<file path="config.mk">
export PLATFORM = sky130hd
export DESIGN_NAME = clk_div_even
export DESIGN_NICKNAME = d
export VERILOG_FILES = /design/src/rtl/clk_div_pkg.sv /design/src/rtl/clk_div_cycle_cnt.sv /design/src/rtl/clk_div_toggle_reg.sv /design/src/rtl/clk_div_even.sv
export SDC_FILE = /design/constraint.sdc
export NUM_CORES = 1
export LEC_CHECK = 0
export ABC_AREA = 1
export BUFFER_PORTS_ARGS = -buffer_cell sky130_fd_sc_hd__buf_2
export CAP_MARGIN = 20
export CORE_AREA = 5 5 42 44
export DETAILED_ROUTE_END_ITERATION = 8
export DIE_AREA = 0 0 47 49
export PLACE_DENSITY_LB_ADDON = 0.08
export SYNTH_ARGS = -nofsm -noshare
export SYNTH_HDL_FRONTEND = slang
export SYNTH_SLANG_ARGS = --single-unit
</file>
<file path="constraint.sdc">
create_clock -name clk_i -period 2.8 [get_ports clk_i]
set_clock_uncertainty 0.2 [all_clocks]
set_input_delay 0.56 -clock clk_i [delete_from_list [all_inputs] [get_ports clk_i]]
set_output_delay 0.56 -clock clk_i [all_outputs]
set_load 0.1 [all_outputs]
</file>
<file path="src/rtl/clk_div_pkg.sv">
package clk_div_pkg;

  // Counter width for a half-period length; at least one bit.
  function automatic int unsigned half_cnt_w(input int unsigned half);
    return (half <= 2) ? 1 : $clog2(half);
  endfunction

endpackage

</file>
<file path="src/rtl/clk_div_cycle_cnt.sv">
module clk_div_cycle_cnt
  import clk_div_pkg::*;
#(
  parameter int unsigned HALF = 100,
  localparam int unsigned W = half_cnt_w(HALF)
) (
  input  logic clk_i,
  input  logic rst_ni,
  output logic last_o
);

  localparam logic [W-1:0] LastVal = W'(HALF - 1);

  logic [W-1:0] cnt_q;

  assign last_o = (cnt_q == LastVal);

  always_ff @(posedge clk_i or negedge rst_ni) begin
    if (!rst_ni)     cnt_q <= '0;
    else if (last_o) cnt_q <= '0;
    else             cnt_q <= cnt_q + W'(1);
  end

  p_cnt_range_r2: assert property (@(posedge clk_i) disable iff (!rst_ni)
    cnt_q <= LastVal);

  p_cnt_wrap_r2: assert property (@(posedge clk_i) disable iff (!rst_ni)
    (cnt_q == LastVal) |=> (cnt_q == '0));

  p_cnt_step_r2: assert property (@(posedge clk_i) disable iff (!rst_ni)
    (cnt_q != LastVal) |=> (cnt_q == $past(cnt_q) + W'(1)));

endmodule

</file>
<file path="src/rtl/clk_div_toggle_reg.sv">
module clk_div_toggle_reg (
  input  logic clk_i,
  input  logic rst_ni,
  input  logic flip_i,
  output logic q_o
);

  logic q_q;

  always_ff @(posedge clk_i or negedge rst_ni) begin
    if (!rst_ni)     q_q <= 1'b0;
    else if (flip_i) q_q <= ~q_q;
  end

  // Register output with no logic after it.
  assign q_o = q_q;

  p_flip_r3: assert property (@(posedge clk_i) disable iff (!rst_ni)
    flip_i |=> (q_o != $past(q_o)));

  p_hold_r3: assert property (@(posedge clk_i) disable iff (!rst_ni)
    !flip_i |=> $stable(q_o));

endmodule

</file>
<file path="src/rtl/clk_div_even.sv">
module clk_div_even #(
  parameter int unsigned DIV_RATIO = 200,
  localparam int unsigned HALF = DIV_RATIO / 2
) (
  input  logic clk_i,
  input  logic rst_ni,
  output logic clk_o
);

  initial begin
    p_ratio_even_r7: assert ((DIV_RATIO % 2) == 0 && DIV_RATIO >= 2);
  end

  logic half_done;

  clk_div_cycle_cnt #(.HALF(HALF)) u_cnt (
    .clk_i  (clk_i),
    .rst_ni (rst_ni),
    .last_o (half_done)
  );

  clk_div_toggle_reg u_tgl (
    .clk_i  (clk_i),
    .rst_ni (rst_ni),
    .flip_i (half_done),
    .q_o    (clk_o)
  );

  p_out_only_on_wrap_r3: assert property (@(posedge clk_i) disable iff (!rst_ni)
    (clk_o != $past(clk_o)) |-> $past(half_done));

  p_reset_low_r1: assert property (@(posedge clk_i) !rst_ni |-> !clk_o);

endmodule

</file>
==> reports/metrics.csv <==
metric;value;unit
status;completed;
synth.area.top_cells;dfrtp_1 (50%), nand2_1 (10%), inv_1 (6.6%), nor2_1 (6.6%), nand3_1 (5.0%);
die_x;47;µm
power_density;453;nW/µm²
num_antenna_cells;0;
wl;640;µm
cp_max_fo;3;
endpoint_kind;primary output;
h-tree-depth;1;
cp.depth;1;
finalSetupViolations;0;
cp_slowest_stage_delay;0.43;ns
critPathKind;reg2out;
maxSlewViolCount;0;
seq_area;200;µm²
dr.pass1.iters;3;
hp-class;reg2reg;
crit_buf_inv;1;
design_area;459;µm²
hold_viol_final;0;
ir_drop;220;µV
synth.cell_area;397;µm²
clock_latency;0.26;ns
die-area;2300;µm²
grt_max_degree;9;
p_total;208;µW
root_buffer;clkbuf_4;
cts_sinks;8;
rsz0062_at_grt;false;
post-synth-top-count-cell;nand2_1;
grt_usage;0.0703;
ys_types;14;
drive_above_1_share;0.185;
startpoint_type;flop;
crit_family;buffers and inverters;
wire_per_inst;9.14;µm
ys_ff_latch;8;
worstPathCellList;buf_2;
syn_area_per_cell;8.26;µm²
netlist_top_cells_count;nand2_1 (11), dfrtp_1 (8), inv_1 (7), nor2_1 (7), nand3_1 (4);
synth_largest_area_cell;dfrtp_1;
synth_ff_type;dfrtp_1;
vias_per_cell;4.27;
fin_util;0.328;
clk_path_buf_depth;2;
n_fill_cell;163;
fin_tns_setup;0;ns
dp.cells;66;
drc;0;
place_hpwl;518;µm
core_area;1400;µm²
placed_cell_area;427;µm²
grt_pass1_wl;1130;µm
leakagePower;0.000240;µW
fp-row-count;14;
first_global_vias;288;
vias;299;
synth_edf_count;0;
synth.top_cell.area_share;0.505;
port_buffers;2;
crit_path_top_delay_cell;buf_2;
period_minus_slack;1.80;ns
max_freq;554;MHz
overflow;0;
num_io_pins;3;
final_cells;70;
drtAntennaViolNets;0;
drt_iter0_drc;4;
numCtsBuffers;3;
fp.dieH;49;µm
cap_violations;0;
ff2ff_setup_slack;1.45;ns
synth_seq_area_share;0.505;
antenna_found_initial;0;
syn_inst;48;
worst_pin_slew;0.484;ns
yosys_warnings;0;
reg2reg_depth;6;
cts_tree;built;
area_delta_synth_final;15.8;%
multi_input_area;164;µm²
crit_arrival;1.04;ns
synthArstFlopShare;1.00;
slew_headroom;0.680;
whs_path_depth;1;
synth_nets;51;
critPathRequiredTime;2.04;ns
initial_core_util;0.283;
nNetsFinal;59;
cts.clk_slew.worst_paths;0.06;ns
post-route-period-util;0.644;
place_congestion;0.734;
## cell usage in the layout, fill, tap and decap left out
cell,synthesis,layout
buf_2,0,2
nand3_1,4,4
clkbuf_4,0,3
a21o_2,1,1
nor2_4,1,1
nand2_1,11,11
inv_4,1,1
inv_1,7,7
nand2_2,1,1
dlygate4sd3_1,0,1
nor2_2,1,1
ha_1,1,1
dfrtp_1,8,8
nand3b_1,1,1
a21oi_1,3,3
nor2_1,7,7
xor2_1,1,1
## worst paths after layout
| kind | start | to |
|---|---|---|
| worst max-delay path | u_tgl.q_o$_DFFE_PN0N_ | clk_o |
| worst min-delay path | u_cnt.cnt_q[0]$_DFF_PN0_ | u_cnt.cnt_q[0]$_DFF_PN0_ |
| worst max register to register | u_cnt.cnt_q[0]$_DFF_PN0_ | u_cnt.cnt_q[6]$_DFF_PN0_ |
| worst min register to register | u_cnt.cnt_q[0]$_DFF_PN0_ | u_cnt.cnt_q[0]$_DFF_PN0_ |
| max in group asynchronous | rst_ni | u_cnt.cnt_q[3]$_DFF_PN0_ |
| min in group asynchronous | rst_ni | u_cnt.cnt_q[4]$_DFF_PN0_ |
## metrics by stage
stage                     hold slack, ns  worst slack, ns
final                              0.265            0.996
after global routing               0.298            0.955
after global placement             0.211             1.27
after CTS                          0.269            0.981
after detailed placement           0.219             1.27
after floorplan                   0.0644             1.13
## flip-flops by register name (all words and copies together), names as in the netlist
name	count
u_tgl.q_o	1
u_cnt.cnt_q	7
## where the power goes
part	switching [µW]	total (µW)	internal (µW)
sequential	0	116	116
clock	39.3	88.4	49.1
combinational	2.35	3.77	1.42
total	41.7	208	166
## final cells by class
cell class                 count  area share
multi-input combinational     32       0.357
clock buffer                   3      0.0490
timing repair buffer           3      0.0436
sequential                     8       0.436
tap                           16      0.0436
inverter                       8      0.0708
## repair_timing
action                     in CTS  in global routing
hold buffers                    1                  0
resized for setup               0                  0
setup endpoints to repair       0                  0
setup buffers                   0                  0
hold endpoints to repair        8                  0
## kinds of logic after synthesis
logic type,share of synthesized area
buffers and inverters,0.0820
DFF,0.505
adders and majority gates,0.0315
AOI/OAI and AO/OA,0.0599
and+or+nand+nor,0.300
xor gates and xnor gates,0.0221
## routing by layer
layer	vias to the layer above	track usage	part of all wire	routed length, µm
li1	159	-	-	-
met4	0	0.0415	0.027	17
met3	2	0.0332	0.064	41
met1	132	0.0901	0.46	297
met2	6	0.0928	0.44	283
met5	-	0	0	0
Note: power is estimated with default switching activity, not from simulation.
